<file path="src/rtl/csio_pkg.sv">
package csio_pkg;

    // Control register layout, bit 0 = pol
    typedef struct packed {
        logic pin_sel;
        logic multi_pin;
        logic ext_clk;
        logic cont_rx;
        logic invert;
        logic msb_first;
        logic pol;
    } csio_cfg_t;

    localparam int CFG_W = $bits(csio_cfg_t);

    typedef enum logic [1:0] {
        REG_DATA = 2'd0,
        REG_CTRL = 2'd1,
        REG_DIV  = 2'd2,
        REG_NONE = 2'd3
    } csio_reg_e;

    typedef struct packed {
        logic lead;   // edge leaving idle level: drive
        logic trail;  // edge returning to idle: sample
    } csio_edge_t;

    function automatic logic idle_of(input logic pol);
        return ~pol;
    endfunction

endpackage

</file>
<file path="src/rtl/csio_regs.sv">
module csio_regs
    import csio_pkg::*;
#(
    parameter int DATA_W   = 8,
    parameter int DIV_W    = 8,
    parameter int DIV_INIT = 3
) (
    input  logic              clk,
    input  logic              rst,
    input  logic              wr_en,
    input  logic              rd_en,
    input  logic [1:0]        addr,
    input  logic [DATA_W-1:0] wdata,
    output logic [DATA_W-1:0] rdata,
    output csio_cfg_t         cfg,
    output logic [DIV_W-1:0]  div,
    output logic [DATA_W-1:0] tx_word,
    output logic              tx_full,
    input  logic              take,
    input  logic              done,
    input  logic [DATA_W-1:0] rx_word,
    output logic              rx_full,
    output logic              overrun
);

    logic [DATA_W-1:0] ctrl_q;
    logic [DATA_W-1:0] txbuf_q;
    logic [DATA_W-1:0] rxbuf_q;
    logic [DATA_W-1:0] inv_mask;
    logic              wr_data, wr_ctrl, wr_div, rd_data;

    assign cfg      = csio_cfg_t'(ctrl_q[CFG_W-1:0]);
    assign inv_mask = {DATA_W{cfg.invert}};
    assign tx_word  = txbuf_q ^ inv_mask;

    assign wr_data = wr_en && (csio_reg_e'(addr) == REG_DATA);
    assign wr_ctrl = wr_en && (csio_reg_e'(addr) == REG_CTRL);
    assign wr_div  = wr_en && (csio_reg_e'(addr) == REG_DIV);
    assign rd_data = rd_en && (csio_reg_e'(addr) == REG_DATA);

    always_comb begin
        unique case (csio_reg_e'(addr))
            REG_DATA: rdata = rxbuf_q ^ inv_mask;
            REG_CTRL: rdata = ctrl_q;
            REG_DIV:  rdata = DATA_W'(div);
            default:  rdata = '0;
        endcase
    end

    always_ff @(posedge clk) begin
        if (rst) begin
            ctrl_q  <= '0;
            div     <= DIV_W'(DIV_INIT);
            txbuf_q <= '0;
            tx_full <= 1'b0;
            rxbuf_q <= '0;
            rx_full <= 1'b0;
            overrun <= 1'b0;
        end else begin
            if (wr_ctrl) ctrl_q <= wdata;
            if (wr_div)  div    <= DIV_W'(wdata);
            if (wr_data) txbuf_q <= wdata;

            if (wr_data || (rd_data && cfg.cont_rx))
                tx_full <= 1'b1;
            else if (take)
                tx_full <= 1'b0;

            if (done) begin
                rxbuf_q <= rx_word;
                rx_full <= 1'b1;
                if (rx_full) overrun <= 1'b1;
            end else if (rd_data) begin
                rx_full <= 1'b0;
                overrun <= 1'b0;
            end
        end
    end

    // completion flag only rises after a finished frame
    a_r7_full_from_done: assert property (@(posedge clk) disable iff (rst)
        $rose(rx_full) |-> $past(done));

    // overrun needs an unread buffer
    a_r8_overrun_needs_full: assert property (@(posedge clk) disable iff (rst)
        $rose(overrun) |-> $past(rx_full));

    // read in continuous mode re-arms the transmitter
    a_r9_cont_rearm: assert property (@(posedge clk) disable iff (rst)
        (rd_data && cfg.cont_rx) |=> tx_full);

    // shifter only takes a filled buffer
    a_r12_take_full: assert property (@(posedge clk) disable iff (rst)
        take |-> tx_full);

endmodule

</file>
<file path="src/rtl/csio_clkgen.sv">
module csio_clkgen
    import csio_pkg::*;
#(
    parameter int DIV_W       = 8,
    parameter int SYNC_STAGES = 2
) (
    input  logic             clk,
    input  logic             rst,
    input  logic             run,
    input  logic             pol,
    input  logic             ext_clk,
    input  logic [DIV_W-1:0] div,
    input  logic             sck_in,
    output logic             sck_int,
    output csio_edge_t       edges
);

    logic [DIV_W-1:0]       cnt;
    logic                   phase;
    logic [SYNC_STAGES-1:0] sync_q;
    logic                   ext_prev;
    logic                   ext_lvl;
    logic                   idle;
    logic                   tick;
    logic                   ext_change;

    assign idle       = idle_of(pol);
    assign ext_lvl    = sync_q[SYNC_STAGES-1];
    assign tick       = run && !ext_clk && (cnt == div);
    assign ext_change = run && ext_clk && (ext_lvl != ext_prev);
    assign sck_int    = idle ^ phase;

    always_comb begin
        if (ext_clk) begin
            edges.lead  = ext_change && (ext_lvl != idle);
            edges.trail = ext_change && (ext_lvl == idle);
        end else begin
            edges.lead  = tick && !phase;
            edges.trail = tick && phase;
        end
    end

    always_ff @(posedge clk) begin
        if (rst || !run || ext_clk) begin
            cnt   <= '0;
            phase <= 1'b0;
        end else if (cnt == div) begin
            cnt   <= '0;
            phase <= ~phase;
        end else begin
            cnt <= cnt + 1'b1;
        end
    end

    always_ff @(posedge clk) begin
        if (rst) begin
            sync_q   <= '1;
            ext_prev <= 1'b1;
        end else begin
            sync_q   <= {sync_q[SYNC_STAGES-2:0], sck_in};
            ext_prev <= ext_lvl;
        end
    end

    // the internal half-period counter never passes the divider
    a_r2_cnt_bound: assert property (@(posedge clk) disable iff (rst)
        (run && !ext_clk && $stable(div)) |-> (cnt <= div));

endmodule

</file>
<file path="src/rtl/csio_shifter.sv">
module csio_shifter
    import csio_pkg::*;
#(
    parameter int DATA_W = 8
) (
    input  logic              clk,
    input  logic              rst,
    input  logic              msb_first,
    input  logic              tx_full,
    input  logic [DATA_W-1:0] tx_word,
    input  csio_edge_t        edges,
    input  logic              sdi,
    output logic              busy,
    output logic              take,
    output logic              done,
    output logic [DATA_W-1:0] rx_word,
    output logic              sdo
);

    localparam int CNT_W = $clog2(DATA_W);
    localparam logic [CNT_W-1:0] LAST = CNT_W'(DATA_W - 1);

    logic [CNT_W-1:0]  cnt;
    logic [DATA_W-1:0] txsh;
    logic [DATA_W-1:0] rxsh;
    logic [DATA_W-1:0] rx_next;

    assign take    = !busy && tx_full;
    assign rx_next = msb_first ? {rxsh[DATA_W-2:0], sdi} : {sdi, rxsh[DATA_W-1:1]};
    assign done    = busy && edges.trail && (cnt == LAST);
    assign rx_word = rx_next;

    always_ff @(posedge clk) begin
        if (rst) begin
            busy <= 1'b0;
            cnt  <= '0;
            txsh <= '0;
            rxsh <= '0;
            sdo  <= 1'b1;
        end else if (take) begin
            busy <= 1'b1;
            cnt  <= '0;
            txsh <= tx_word;
        end else if (busy) begin
            if (edges.lead) begin
                sdo  <= msb_first ? txsh[DATA_W-1] : txsh[0];
                txsh <= msb_first ? (txsh << 1) : (txsh >> 1);
            end
            if (edges.trail) begin
                rxsh <= rx_next;
                if (cnt == LAST) busy <= 1'b0;
                else             cnt  <= cnt + 1'b1;
            end
        end
    end

    // a clock event is either a drive or a sample, never both
    a_r2_edge_excl: assert property (@(posedge clk) disable iff (rst)
        !(edges.lead && edges.trail));

    // a frame ends only while shifting
    a_r7_done_busy: assert property (@(posedge clk) disable iff (rst)
        done |=> !busy);

endmodule

</file>
<file path="src/rtl/csio_top.sv">
module csio_top
    import csio_pkg::*;
#(
    parameter int DATA_W      = 8,
    parameter int DIV_W       = 8,
    parameter int DIV_INIT    = 3,
    parameter int SYNC_STAGES = 2
) (
    input  logic              clk,
    input  logic              rst,
    input  logic              bus_wr,
    input  logic              bus_rd,
    input  logic [1:0]        bus_addr,
    input  logic [DATA_W-1:0] bus_wdata,
    output logic [DATA_W-1:0] bus_rdata,
    input  logic              sdi,
    output logic              sdo,
    input  logic              sck_a_in,
    output logic              sck_a_out,
    output logic              sck_a_oe,
    output logic              sck_b_out,
    output logic              sck_b_oe,
    output logic              tx_empty,
    output logic              rx_full,
    output logic              overrun
);

    localparam int PINS = 2;

    csio_cfg_t         cfg;
    logic [DIV_W-1:0]  div;
    logic [DATA_W-1:0] tx_word, rx_word;
    logic              tx_full, take, done, busy;
    logic              sck_int, idle, drive_sel;
    csio_edge_t        edges;
    logic [PINS-1:0]   pin_out, pin_oe;

    csio_regs #(.DATA_W(DATA_W), .DIV_W(DIV_W), .DIV_INIT(DIV_INIT)) u_regs (
        .clk(clk), .rst(rst), .wr_en(bus_wr), .rd_en(bus_rd), .addr(bus_addr),
        .wdata(bus_wdata), .rdata(bus_rdata), .cfg(cfg), .div(div),
        .tx_word(tx_word), .tx_full(tx_full), .take(take), .done(done),
        .rx_word(rx_word), .rx_full(rx_full), .overrun(overrun)
    );

    csio_clkgen #(.DIV_W(DIV_W), .SYNC_STAGES(SYNC_STAGES)) u_clk (
        .clk(clk), .rst(rst), .run(busy), .pol(cfg.pol), .ext_clk(cfg.ext_clk),
        .div(div), .sck_in(sck_a_in), .sck_int(sck_int), .edges(edges)
    );

    csio_shifter #(.DATA_W(DATA_W)) u_shift (
        .clk(clk), .rst(rst), .msb_first(cfg.msb_first), .tx_full(tx_full),
        .tx_word(tx_word), .edges(edges), .sdi(sdi), .busy(busy), .take(take),
        .done(done), .rx_word(rx_word), .sdo(sdo)
    );

    assign tx_empty  = !tx_full;
    assign idle      = idle_of(cfg.pol);
    assign drive_sel = cfg.multi_pin ? cfg.pin_sel : 1'b0;

    for (genvar p = 0; p < PINS; p++) begin : g_pin
        assign pin_oe[p]  = !cfg.ext_clk && (drive_sel == 1'(p));
        assign pin_out[p] = pin_oe[p] ? sck_int : idle;
    end

    assign sck_a_out = pin_out[0];
    assign sck_a_oe  = pin_oe[0];
    assign sck_b_out = pin_out[1];
    assign sck_b_oe  = pin_oe[1];

    // at most one clock pin driven
    a_r10_one_pin: assert property (@(posedge clk) disable iff (rst)
        $onehot0({sck_a_oe, sck_b_oe}));

    // external clock leaves both pins undriven
    a_r11_ext_quiet: assert property (@(posedge clk) disable iff (rst)
        cfg.ext_clk |-> !(sck_a_oe || sck_b_oe));

    // clock rests at idle whenever the shifter is stopped
    a_r3_idle_stopped: assert property (@(posedge clk) disable iff (rst)
        !busy |-> (sck_int == idle));

endmodule

</file>
<file path="config.mk">
export PLATFORM = sky130hd
export DESIGN_NAME = csio_top
export DESIGN_NICKNAME = d
export VERILOG_FILES = /design/src/rtl/csio_pkg.sv /design/src/rtl/csio_regs.sv /design/src/rtl/csio_clkgen.sv /design/src/rtl/csio_shifter.sv /design/src/rtl/csio_top.sv
export SDC_FILE = /design/constraint.sdc
export NUM_CORES = 1
export LEC_CHECK = 0
export BUFFER_PORTS_ARGS = -buffer_cell sky130_fd_sc_hd__buf_2
export CORE_MARGIN = 2
export CORE_UTILIZATION = 53
export DETAILED_ROUTE_END_ITERATION = 8
export GPL_TIMING_DRIVEN = 0
export PLACE_DENSITY_LB_ADDON = 0.3
export SETUP_SLACK_MARGIN = 0.02
export SLEW_MARGIN = 20
export SYNTH_ARGS = -nofsm -noshare
export SYNTH_HDL_FRONTEND = slang
export SYNTH_SLANG_ARGS = --single-unit
export TNS_END_PERCENT = 30
</file>
<file path="constraint.sdc">
create_clock -name clk -period 3.17 [get_ports clk]
set_input_delay 0.317 -clock clk [delete_from_list [all_inputs] [get_ports clk]]
set_output_delay 0.317 -clock clk [all_outputs]
set_load 0.01 [all_outputs]
</file>
Yosys cells after proc, flatten, opt, wreduce, memory -nomap -nowiden
Cells that the tools add are included.

storage, ports and cells
  input bits = 16
  logic and storage cells = 92
  register bits after elaboration = 68

operators by class
  reductions and logical operators = 37
  equal/unequal tests = 8
  bitwise operators = 8
  add/subtract/negate cells = 2
  muxes and demuxes = 21

operator list
  operator                                             count
  2-to-1 mux 8 bit                                     5
  case mux 8 bit (3 select lines)                      1
  logical AND 1 bit                                    18
  bitwise XOR 8 bit                                    2
  2-to-1 mux 1 bit                                     14
  AND reduction 3 bit                                  3
  adder 8 x 1 -> 8 bit, second input constant          1
  equality test 8 bit                                  1
  nonzero test 2 bit                                   4
  NOT 1 bit                                            5
  zero test 1 bit                                      4
  AND reduction 2 bit                                  2
  OR reduction 2 bit                                   2
  adder 3 x 1 -> 3 bit, second input constant          1
  equality test 3 bit, second input constant           1
  logical OR 1 bit                                     3
  equality test 2 x 1 -> 1 bit, second input constant  1
  equality test 2 bit, second input constant           1
  zero test 2 bit                                      1
  2-to-1 mux 2 bit                                     1
  != test 1 bit                                        2
  != test 2 x 1 -> 1 bit, second input constant        1
  equality test 1 bit                                  1
  bitwise XOR 1 bit                                    1

Depth between registers and ports, before layout
Gate-level depths: netlist of run 1.

  depth in word-level cells = 9
  depth in mapped cells = 7
  mapped depth without buffers = 6

Modules after synthesis
A second synthesis of run 1 with hierarchy kept.

second synthesis, totals
  cell total of the unflattened synthesis = 369
  area total of the unflattened synthesis = 3505.9 um2

by module, submodules not included
  module        area each (um2)  instances  sequential area each (um2)  cells an instance
  csio_regs     1829.3           1          700.7                       189
  csio_shifter  1046.0           1          420.4                       111
  csio_clkgen   583.1            1          240.2                       62
  csio_top      47.5             1          0.0                         7

Least setup slack after synthesis of run 1
Ideal clock, no wire load.

  path kind = register to register
  start = register u_regs.ctrl_q[0]
  end = register u_regs.rxbuf_q[0]
  setup slack = 1310 ps
  stages on the path, launching flop included = 8
  setup time = 121 ps
  data arrival time = 1738 ps
  clock period less this slack = 1860 ps
  buffers on the path = 2
  cell sequence = dfxtp_1 > clkbuf_1 > and3b_1 > o21ba_2 > a41oi_4 > nand2b_1 > buf_6 > mux2_4

between the ends
  word-level cells in the longest chain between the ends = 6

RTL lines
  item                             line                text
  start: declaration               csio_regs.sv:26     logic [DATA_W-1:0] ctrl_q;
  start signal: assignment         csio_regs.sv:60     if (wr_ctrl) ctrl_q <= wdata;
  NOT 1 bit                        csio_pkg.sv:29      return ~pol;
  equality test 1 bit              csio_clkgen.sv:36   edges.trail = ext_change && (ext_lvl == idle);
  logical AND 1 bit                csio_clkgen.sv:36
  2-to-1 mux 2 bit                 csio_clkgen.sv:34   if (ext_clk) begin
  logical AND 1 bit (2 in series)  csio_shifter.sv:30  assign done = busy && edges.trail && (cnt == LAST);
  end signal: assignment           csio_regs.sv:70     rxbuf_q <= rx_word;
  end: declaration                 csio_regs.sv:28     logic [DATA_W-1:0] rxbuf_q;

Every way passes these cells.
A chain may end at the register's enable or synchronous reset.

Final worst setup path of run 1
  start = register u_regs.ctrl_q[2]
  end = output bus_rdata[1]

between the ends
  word-level cells in the longest chain between the ends = 2

RTL lines
  item                             line             text
  bitwise XOR 8 bit                csio_regs.sv:43  REG_DATA: rdata = rxbuf_q ^ inv_mask;
  case mux 8 bit (3 select lines)  csio_regs.sv:42  unique case (csio_reg_e'(addr))
  end: declaration                 csio_top.sv:15   output logic [DATA_W-1:0] bus_rdata,

Every way passes these cells.

==> results of run 1 <==
logic make-up (layout without fill, tap and decap cells):
| group | Yosys count | after routing |
|---|---|---|
| adder cells (fa/ha/maj) | 3 | 3 |
| flip-flops | 68 | 68 |
| multiplexers | 25 | 25 |
| XOR/XNOR | 33 | 33 |
| AND/OR/NAND/NOR | 176 | 176 |
| buffers and inverters | 31 | 78 |
| AO/OA/AOI/OAI | 73 | 73 |
area by class of cell:
type                    count  area (um^2)
inverters                   2         7.51
well taps                  77         96.3
repair buffers             31          155
multi-input cells         310         1950
fillers                   563         2400
flip-flops and latches     68         1360
clock inverters             7         91.3
plain buffers              29          123
clock buffers               9          124
metrics by stage:
step	instances	worst slack [ns]	instance area (um^2)	hold slack [ns]
after detailed placement	517	0.954	3690	0.395
after global placement	517	0.959	3690	0.395
after global routing	533	0.609	3910	0.150
after floorplan	409	1.31	3440	0.389
after CTS	533	0.759	3910	0.130
final	533	0.772	3910	0.144
state kept, by name, indices dropped and copies added, names as in the netlist:
register        flops
u_regs.tx_full      1
u_shift.cnt         3
u_clk.cnt           8
u_clk.sync_q        2
u_clk.phase         1
u_clk.ext_prev      1
u_regs.txbuf_q      8
u_shift.busy        1
u_regs.overrun      1
u_shift.rxsh        8
u_regs.ctrl_q       8
u_shift.sdo         1
u_regs.div          8
u_shift.txsh        8
u_regs.rx_full      1
u_regs.rxbuf_q      8
power breakdown:
group | total [uW] | switching (uW) | internal [uW]
Clock | 781 | 341 | 440
Combinational | 141 | 92.0 | 49.1
Sequential | 881 | 12.2 | 868
Total | 1800 | 445 | 1360
metal layers:
layer,vias up,routed length [um]
li1,1490,-
met1,1385,3850
met2,97,3660
met3,19,426
met4,0,154
met5,-,0
cells in the final DEF (no fill, tap or decap), drive strengths merged, types with 3 or more instances in the layout:
| master | instances |
|---|---|
| a21oi | 42 |
| and2 | 3 |
| buf | 37 |
| clkbuf | 32 |
| clkinv | 4 |
| dfxtp | 68 |
| ha | 3 |
| mux2 | 8 |
| mux2i | 17 |
| nand2 | 61 |
| nand2b | 4 |
| nand3 | 30 |
| nand3b | 15 |
| nor2 | 33 |
| nor2b | 12 |
| nor3 | 3 |
| o21ai | 11 |
| o221ai | 6 |
| o31ai | 8 |
| or2 | 3 |
| xnor2 | 11 |
| xor2 | 22 |
critical path: cells and delay by family (launching register included):
family / cells / cell delay [ns]
AND/OR/NAND/NOR: 1 / 0.09
AO/OA/AOI/OAI: 2 / 0.26
buffers and inverters: 3 / 0.95
flip-flops: 1 / 0.31
XOR/XNOR: 1 / 0.11
path summary, 6_finish.rpt:
kind	to	start	cells after the start	slack (ns)
worst max-delay path	bus_rdata[1]	u_regs.ctrl_q[2]$_SDFFE_PP0P_	7	0.77
worst min-delay path	u_clk.sync_q[0]$_SDFF_PP1_	sck_a_in	2	0.14
worst max register to register	u_regs.rxbuf_q[6]$_SDFFE_PP0P_	u_regs.div[5]$_SDFFE_PP0P_	6	1.09
worst min register to register	u_clk.sync_q[1]$_SDFF_PP1_	u_clk.sync_q[0]$_SDFF_PP1_	1	0.41
==> summary.md, run 1 <==
| Metric | Value |
|---|---|
| Adder-cell share of the synthesized area | 0.0109 |
| Final total power | ~1800 uW |
| GR Layer Usage met2 | 0.349 |
| Synth Area in Compound Gates | 0.130 |
| Synth top area share | 0.395 |
| Vias | approximately 3000 |
| Setup repair after global routing missed its margin | false |
| Post-CTS Setup Bufs | 0 |
| Total CTS buffers | 9 |
| Number of standard cells after synthesis | slightly above 400 |
| Cell Chain, Critical Path | clkbuf_1 -> buf_2 -> xnor2_1 -> nor2_1 -> a21oi_1 -> o21ai_0 -> buf_2 |
| Initial standard-cell utilization of the core | 0.545 |
| Count of maximum capacitance violations | 0 |
| Share of cells above drive strength 1 | 0.149 |
| Startpoint class of the critical path | flip-flop |
| Cell area power density | about 460 nW/um^2 |
| Synth warn | 0 |
| Asr flop ratio synth | 0 |
| GR met3 Demand/Resource | 0.0492 |
| DRC violations left | 0 |
| H-tree lvl count | 3 |
| Routed wire length | 8090 um |
| Number of antenna violations at the first check in global routing | 0 |
| Max-slew violation count | 0 |
| Max VDD drop | approximately 0.45 mV |
| Flop and latch count out of synthesis | 68 |
| Count of input and output buffers | 31 |
| Count of flip-flops with a built-in enable after synthesis | 0 |
| Average instance area after synthesis | 8.42 um^2 |
| Register area share after synthesis | 0.395 |
| Source-to-sink clock delay at the later pin of the worst-skew pair | about 0.35 ns |
| Aggregate global routing overflow | 0 |
| Most used routing layer in global routing | met2 |
| Cell mode on critical path | sky130_fd_sc_hd__buf_2 |
| FMAX | between 400 and 500 MHz |
| Count of endpoints failing hold in the final timing report | 0 |
| Post-layout minimum cycle time | ~2.4 ns |
| CTS Hold Bufs | 0 |
| Area growth from synthesis to final layout | 13.6% |
| Layout Skew | approximately 0.012 ns |
| Most common flop cell mapped by yosys | sky130_fd_sc_hd__dfxtp_1 |
| Post-detailed-route count of antenna-violating nets | 0 |
| Delay contributed by the slowest stage of the critical path | 0.40 ns |
| Dominant cell by count in the synthesized netlist | sky130_fd_sc_hd__dfxtp_1 |
| Io pins | 32 |
| Number of setup violations in the final report | 0 |
| Post-synthesis share of cell area spent on and, or, nand and nor gates | 0.257 |
| Leakage | between 0.0015 and 0.002 uW |
| Weighted congestion at the end of routability-driven global placement | ~0.92 |
| Top cell types by occurrence after synthesis | sky130_fd_sc_hd__dfxtp_1, sky130_fd_sc_hd__nand2_1, sky130_fd_sc_hd__a21oi_1 |
| Critical Path AT | about 2.1 ns |
| Die Height | approximately 85 um |
| Post-synth design cell area | around 3400 um^2 |
| Pin count of the biggest net entering global routing | 13 |
| DRC violation total after the first TritonRoute iteration | ~210 |
| Met1 usage | 0.326 |
| Final cycle utilization of the critical path | 0.756 |
| Hold Crit Class | input port to flip-flop |
| Vias in the first global route | 2832 |
| Distinct cell type count after synthesis | 38 |
| Die Area | 7160 um^2 |
| Combinational family with the most area after synthesis | simple AND/OR/NAND/NOR gates |
| Clk slew on worst S/H paths | 0.08 ns |
| Mux contribution to synthesized area | 0.0843 |
| Path type of the worst setup path | flip-flop to output port |
| TritonCTS clock tree | built |
| Final nets | 470 |
| Clock sinks | 68 |
| Cell at the root of the clock tree | sky130_fd_sc_hd__clkbuf_8 |
| Normalized max-slew margin | 0.582 |
| Crit end category | output port |
| Data required time of the worst path | around 2.9 ns |
| Max FO, Critical Path | 10 |
| Utilization after layout | 0.619 |
| Cell types with the largest area share after synthesis | sky130_fd_sc_hd__dfxtp_1, sky130_fd_sc_hd__nand2_1, sky130_fd_sc_hd__a21oi_1 |
| Row cnt | 29 |
| Slowest stage cell, crit path | sky130_fd_sc_hd__clkbuf_1 |
| Number of iterations in the first detailed-routing pass | 5 |
| All-layer global routing usage | 0.233 |
| Outcome | complete, no violations |
| Global-route wire length before repair | 13300 um |
| HPWL after detailed placement | about 6000 um |
| Routed wire length per instance | between 15 and 20 um |
| Via-to-Cell Ratio | 5.61 |
| Accumulated negative setup slack | 0 ns |
| Slew at the pin with the worst max-slew slack | between 0.6 and 0.7 ns |
| Area share of xor/xnor cells in the synthesized design | 0.0839 |
| Max Root-Sink Buffers | 2 |
| Inserted Diodes | 0 |
| Quantity of gates resized following cts | 0 |
| Post-synthesis net count | around 430 |
| Placeable Area | between 6000 and 7000 um^2 |
| Width of the die | ~85 um |
| Yosys top cell by area | sky130_fd_sc_hd__dfxtp_1 |
Note: power is estimated with default switching activity, not from simulation.
==> run 2: changes to the inputs <==
clock period = 2.3 ns   (was 3.17 ns; I/O delays follow)
==> run 2 against run 1 <==
Against the previous run:
- worst hold slack got worse by 0.088 ns
- worst setup slack worse by 0.60 ns
- sequential cell count unchanged
- combinational power is 37% higher
- core utilization hardly changed
- clock-buffer cell count is the same
- power rose by 38%
- via count grew 0.20%
- clock power rose by 38%
- final cell count decreased by 0.19%
- largest power group unchanged
==> summary.md, run 2 (synthesized netlist as in run 1, its figures left out) <==
| Metric | Value |
|---|---|
| Final total power | 2490 uW (was 1800 uW) |
| Weighted congestion at the end of routability-driven global placement | 0.925 (unchanged) |
| FMAX | 470 MHz |
| Crit end category | output port (unchanged) |
| All-layer global routing usage | 0.233 (about the same) |
| Count of maximum capacitance violations | 0 (unchanged) |
| Pin count of the biggest net entering global routing | 13 (unchanged) |
| Number of antenna violations at the first check in global routing | 0 (unchanged) |
| Top library cells by usage in the layout, fill and taps aside | sky130_fd_sc_hd__dfxtp_1, sky130_fd_sc_hd__nand2_1, sky130_fd_sc_hd__a21oi_1, sky130_fd_sc_hd__buf_2, sky130_fd_sc_hd__nor2_1 (unchanged) |
| Accumulated negative setup slack | 0 ns (unchanged) |
| Number of iterations in the first detailed-routing pass | 5 (unchanged) |
| Initial standard-cell utilization of the core | 0.545 (unchanged) |
| Commonest non-fill, non-tap cell in the layout | sky130_fd_sc_hd__dfxtp_1 (unchanged) |
| Source-to-sink clock delay at the later pin of the worst-skew pair | 0.36 ns (was 0.35 ns) |
| Number of setup violations in the final report | 0 (unchanged) |
| Aggregate global routing overflow | 0 (unchanged) |
| Path type of the worst setup path | flip-flop to output port (unchanged) |
| Delay contributed by the slowest stage of the critical path | 0.53 ns (was 0.40 ns) |
| Post-CTS Setup Bufs | 0 (unchanged) |
| Placeable Area | 6310 um^2 (unchanged) |
| TritonCTS clock tree | built (unchanged) |
| Area growth from synthesis to final layout | 13.5% (was 13.6%) |
| Cell at the root of the clock tree | sky130_fd_sc_hd__clkbuf_8 (unchanged) |
| Startpoint class of the critical path | flip-flop (unchanged) |
| Global-route wire length before repair | 13300 um (about the same) |
| Count of input and output buffers | 31 (unchanged) |
| Die Height | 84.6 um (unchanged) |
| Outcome | complete, no violations (unchanged) |
| Leakage | 0.00151 uW (about the same) |
| Row cnt | 29 (unchanged) |
| Max FO, Critical Path | 10 (unchanged) |
| Vias in the first global route | 2824 (was 2832) |
| Clock sinks | 68 (unchanged) |
| Layout Skew | 0.0130 ns (was 0.0122 ns) |
| Clk slew on worst S/H paths | 0.07 ns (was 0.08 ns) |
| Normalized max-slew margin | 0.586 (was 0.582) |
| Data required time of the worst path | 2.07 ns (was 2.85 ns) |
| Vias | 2997 (was 2991) |
| Seq. cell area | 1360 um^2 (about the same) |
| Final cycle utilization of the critical path | 0.926 |
| H-tree lvl count | 3 (unchanged) |
| HPWL after detailed placement | 5860 um (unchanged) |
| Width of the die | 84.6 um (unchanged) |
| Cell mode on critical path | sky130_fd_sc_hd__buf_2 (unchanged) |
| Max VDD drop | 0.618 mV (was 0.448 mV) |
| Inserted Diodes | 0 (unchanged) |
| Post-route worst hold slack | 0.0566 ns (was 0.144 ns) |
| DRC violations left | 0 (unchanged) |
| Critical Path AT | 1.90 ns (was 2.08 ns) |
| Slew at the pin with the worst max-slew slack | 0.620 ns (was 0.626 ns) |
| Share of cells above drive strength 1 | 0.152 (was 0.149) |
| Slowest stage cell, crit path | sky130_fd_sc_hd__clkbuf_1 (unchanged) |
| Via-to-Cell Ratio | 5.63 (was 5.61) |
| Final nets | 469 (was 470) |
| CTS Hold Bufs | 0 (unchanged) |
| Max-slew violation count | 0 (unchanged) |
| Count of endpoints failing hold in the final timing report | 0 (unchanged) |
| Setup repair after global routing missed its margin | false (unchanged) |
| Total area of multi-input combinational cells | 1950 um^2 (unchanged) |
| DRC violation total after the first TritonRoute iteration | 196 (was 208) |
| Cell area power density | 636 nW/um^2 (was 461 nW/um^2) |
| Max Root-Sink Buffers | 2 (unchanged) |
| Routed wire length per instance | 15.2 um (about the same) |
| Number of buffer and inverter instances along the worst setup path | 3 (unchanged) |
| Number of filler instances in the final layout | 562 (was 563) |
| Cell family contributing the most delay on the critical path | buffers and inverters (unchanged) |
| Post-layout minimum cycle time | approximately 2.1 ns |
| Routed wire length | 8070 um (was 8090 um) |
| Hold Crit Class | input port to flip-flop (unchanged) |
| Io pins | 32 (unchanged) |
| Cell Chain, Critical Path | buf_2 -> clkbuf_1 -> nand2_1 -> o21ai_0 -> buf_2 (was clkbuf_1 -> buf_2 -> xnor2_1 -> nor2_1 -> a21oi_1 -> o21ai_0 -> buf_2) |
| Post-detailed-route count of antenna-violating nets | 0 (unchanged) |
| Die Area | 7160 um^2 (unchanged) |
| Total CTS buffers | 9 (unchanged) |
==> run 2: metrics by stage <==
stage	instances	setup slack (ns)	cell area (um^2)	utilization
global placement	517	0.176	3690	0.585
global route	532	0.0312	3910	0.619
floorplan	409	0.440	3440	-
detailed placement	517	0.171	3690	0.585
finish	532	0.171	3910	0.619
CTS	532	0.130	3910	0.619
==> run 2: worst paths after layout <==
check / start / endpoint / slack [ns] / cells after the start
worst min-delay path: sck_a_in / u_clk.sync_q[0]$_SDFF_PP1_ / 0.06 / 2
worst max-delay path: u_regs.ctrl_q[1]$_SDFFE_PP0P_ / bus_rdata[1] / 0.17 / 5
worst max register to register: u_regs.ctrl_q[0]$_SDFFE_PP0P_ / u_regs.rxbuf_q[6]$_SDFFE_PP0P_ / 0.22 / 7
worst min register to register: u_clk.sync_q[0]$_SDFF_PP1_ / u_clk.sync_q[1]$_SDFF_PP1_ / 0.41 / 1
==> run 2: layout make-up <==
| type | instances | share of cell area |
|---|---|---|
| inverters | 2 | 0.00192 |
| plain buffers | 28 | 0.0304 |
| clock inverters | 7 | 0.0234 |
| multi-input cells | 310 | 0.500 |
| repair buffers | 31 | 0.0397 |
| clock buffers | 9 | 0.0317 |
| flip-flops and latches | 68 | 0.349 |
| well taps | 77 | 0.0247 |
==> run 2: where the power goes <==
part           switching (uW)  total (uW)  internal, uW
logic                     125         193          67.5
registers                18.5        1220          1200
clock network             471        1080           606
total                     615        2490          1870
==> run 2: routing by layer <==
layer	share of wire	vias to the layer above	wire, um	GRT usage
li1	-	1489	-	-
met1	0.47	1376	3760	0.326
met2	0.45	110	3600	0.348
met3	0.068	22	547	0.0492
met4	0.021	0	167	0.0967
met5	0	-	0	0
==> run 2: timing repair <==
item	CTS	global route
cloned	0	0
setup endpoints to repair	7	1
gates resized for setup	0	1
==> run 3: changes to the inputs <==
SYNTH_HIERARCHICAL = 1   (was unset)
==> run 3 against run 2 <==
Against the previous run:
- sequential share of layout area decreased by 0.65 points
- sequential cell count did not move
- power rose by 1.6%
- sequential power about the same
- highest routed layer unchanged
- fmax down 0.50%
- clock-buffer cell count up 3
- clock skew fell by 0.0049 ns
==> summary.md, run 3 <==
| Metric | Value |
|---|---|
| Outcome | complete, no violations (unchanged) |
| All-layer global routing usage | 0.226 (was 0.233) |
| Initial standard-cell utilization of the core | 0.550 (was 0.545) |
| Global-route wire length before repair | 12700 um (was 13300 um) |
| Final non-filler cell total | 491 (was 532) |
| Row cnt | 29 (unchanged) |
| Routed wire length | 7710 um (was 8070 um) |
| Max FO, Critical Path | 10 (unchanged) |
| Critical Path AT | 2.36 ns (was 1.90 ns) |
| Final cycle utilization of the critical path | 0.931 (was 0.926) |
| Aggregate global routing overflow | 0 (unchanged) |
| Crit end category | flip-flop (was output port) |
| Hold Crit Class | input port to flip-flop (unchanged) |
| Number of antenna violations at the first check in global routing | 0 (unchanged) |
| Cell Chain, Critical Path | xnor2_1 -> nand4_1 -> or2_1 -> o41ai_4 -> nand2_2 -> a211oi_1 -> o32ai_1 (was buf_2 -> clkbuf_1 -> nand2_1 -> o21ai_0 -> buf_2) |
| Startpoint class of the critical path | flip-flop (unchanged) |
| Inserted Diodes | 0 (unchanged) |
| Number of standard cells after synthesis | 367 (was 409) |
| Clock sinks | 68 (unchanged) |
| Cell count after placement | 475 (was 517) |
| Slowest stage cell, crit path | sky130_fd_sc_hd__dfxtp_1 (was sky130_fd_sc_hd__clkbuf_1) |
| Accumulated negative setup slack | 0 ns (unchanged) |
| Vias | 2734 (was 2997) |
| Post-CTS Setup Bufs | 0 (unchanged) |
| Cell family contributing the most delay on the critical path | compound AO/OA/AOI/OAI gates (was buffers and inverters) |
| Placeable Area | 6350 um^2 (was 6310 um^2) |
| Synth warn | 6 (was 0) |
| Area growth from synthesis to final layout | 14.3% (was 13.5%) |
| Count of endpoints failing hold in the final timing report | 0 (unchanged) |
| Commonest non-fill, non-tap cell in the layout | sky130_fd_sc_hd__dfxtp_1 (unchanged) |
| Post-synth design cell area | 3490 um^2 (was 3440 um^2) |
| HPWL after detailed placement | 5660 um (was 5860 um) |
| Post-route worst hold slack | 0.0623 ns (was 0.0566 ns) |
| Source-to-sink clock delay at the later pin of the worst-skew pair | 0.34 ns (was 0.36 ns) |
| Cell at the root of the clock tree | sky130_fd_sc_hd__clkbuf_8 (unchanged) |
| Total CTS buffers | 9 (unchanged) |
| Post-detailed-route count of antenna-violating nets | 0 (unchanged) |
| DRC violation total after the first TritonRoute iteration | 123 (was 196) |
| Die Height | 85.2 um (was 84.6 um) |
| Data required time of the worst path | 2.52 ns (was 2.07 ns) |
| Post-synthesis net count | 386 (was 428) |
| Final total power | 2530 uW (was 2490 uW) |
| Path type of the worst setup path | flip-flop to flip-flop (was flip-flop to output port) |
| Max-slew violation count | 0 (unchanged) |
| Weighted congestion at the end of routability-driven global placement | 0.857 (was 0.925) |
| DRC violations left | 0 (unchanged) |
| Via-to-Cell Ratio | 5.57 (was 5.63) |
| Routed wire length per instance | 15.7 um (was 15.2 um) |
| Die Area | 7250 um^2 (was 7160 um^2) |
| Pin count of the biggest net entering global routing | 12 (was 13) |
| Cell area power density | 633 nW/um^2 (was 636 nW/um^2) |
| Layout Skew | 0.00812 ns (was 0.0130 ns) |
| TritonCTS clock tree | built (unchanged) |
| Normalized max-slew margin | 0.696 (was 0.586) |
| Delay contributed by the slowest stage of the critical path | 0.41 ns (was 0.53 ns) |
| Number of iterations in the first detailed-routing pass | 4 (was 5) |
| Number of buffer and inverter instances along the worst setup path | 0 (was 3) |
| Average instance area after synthesis | 9.51 um^2 (was 8.42 um^2) |
| Final nets | 428 (was 469) |
| FMAX | 467 MHz (was 470 MHz) |
| Io pins | 32 (unchanged) |
| Leakage | 0.00161 uW (was 0.00151 uW) |
| Count of maximum capacitance violations | 0 (unchanged) |
| Count of input and output buffers | 31 (unchanged) |
| Slew at the pin with the worst max-slew slack | 0.456 ns (was 0.620 ns) |
| Width of the die | 85.2 um (was 84.6 um) |
| Post-layout minimum cycle time | 2.14 ns (was 2.13 ns) |
| Setup repair after global routing missed its margin | true (was false) |
| Max VDD drop | 0.318 mV (was 0.618 mV) |
| Share of cells above drive strength 1 | 0.220 (was 0.152) |
| Vias in the first global route | 2556 (was 2824) |
| Top library cells by usage in the layout, fill and taps aside | sky130_fd_sc_hd__dfxtp_1, sky130_fd_sc_hd__mux2i_1, sky130_fd_sc_hd__nand2b_1, sky130_fd_sc_hd__buf_2, sky130_fd_sc_hd__nor2_1 (was sky130_fd_sc_hd__dfxtp_1, sky130_fd_sc_hd__nand2_1, sky130_fd_sc_hd__a21oi_1, sky130_fd_sc_hd__buf_2, sky130_fd_sc_hd__nor2_1) |
| H-tree lvl count | 3 (unchanged) |
| Clk slew on worst S/H paths | 0.07 ns (about the same) |
| Max Root-Sink Buffers | 2 (unchanged) |
| Number of setup violations in the final report | 0 (unchanged) |
| CTS Hold Bufs | 0 (unchanged) |
[run 3: final timing paths]
| kind | start | endpoint | slack [ns] | cells past startpoint |
|---|---|---|---|---|
| worst max-delay path | u_clk/cnt[3]$_SDFF_PP0_ | u_shift/txsh[6]$_SDFFE_PP0P_ | 0.16 | 7 |
| worst min-delay path | sck_a_in | u_clk/sync_q[0]$_SDFF_PP1_ | 0.06 | 2 |
| worst max register to register | u_clk/cnt[3]$_SDFF_PP0_ | u_shift/txsh[6]$_SDFFE_PP0P_ | 0.16 | 7 |
| worst min register to register | u_clk/sync_q[0]$_SDFF_PP1_ | u_clk/sync_q[1]$_SDFF_PP1_ | 0.41 | 1 |
[run 3: repair_timing]
item                                    CTS  global route
resized for setup                         0            10
endpoints found under the setup margin    0            22
endpoints found under the hold margin     0             0
[run 3: power by group]
| group | leakage, uW | internal [uW] | switching [uW] | total [uW] |
|---|---|---|---|---|
| clock | 0.000107 | 640 | 453 | 1090 |
| combinational | 0.000952 | 94.4 | 118 | 212 |
| sequential | 0.000552 | 1200 | 21.1 | 1220 |
| total | 0.00161 | 1930 | 592 | 2530 |
[run 3: worst register-to-register path, stage by stage, from the launching register on]
cell                       delay [ns]
sky130_fd_sc_hd__dfxtp_1         0.41
sky130_fd_sc_hd__xnor2_1         0.14
sky130_fd_sc_hd__nand4_1         0.17
sky130_fd_sc_hd__or2_1           0.33
sky130_fd_sc_hd__o41ai_4         0.32
sky130_fd_sc_hd__nand2_2         0.22
sky130_fd_sc_hd__a211oi_1        0.30
sky130_fd_sc_hd__o32ai_1         0.13
[run 3: cell type report]
cell class,count,area [um^2]
clock inverters,4,72.6
flip-flops and latches,68,1370
multi-input cells,264,1960
clock buffers,12,145
repair buffers,31,155
inverters,6,22.5
fillers,535,2360
well taps,77,96.3
plain buffers,29,176
[run 3: through the flow]
| stage | setup slack, ns | cell area [um^2] | util |
|---|---|---|---|
| 6_report | 0.160 | 3990 | 0.628 |
| 5_1_grt | 0.00463 | 3990 | 0.628 |
| 4_1_cts | 0.0241 | 3960 | 0.624 |
| 3_5_place_dp | 0.0387 | 3740 | 0.589 |
| 3_3_place_gp | 0.117 | 3740 | 0.589 |
| 2_1_floorplan | 0.419 | 3490 | - |
[run 3: metal layers]
metal | part of all wire | track usage | wire (um) | up-vias
li1 | - | - | - | 1346
met1 | 0.48 | 0.320 | 3740 | 1326
met2 | 0.46 | 0.342 | 3530 | 53
met3 | 0.042 | 0.0418 | 327 | 9
met4 | 0.015 | 0.0837 | 115 | 0
met5 | 0 | 0 | 0 | -
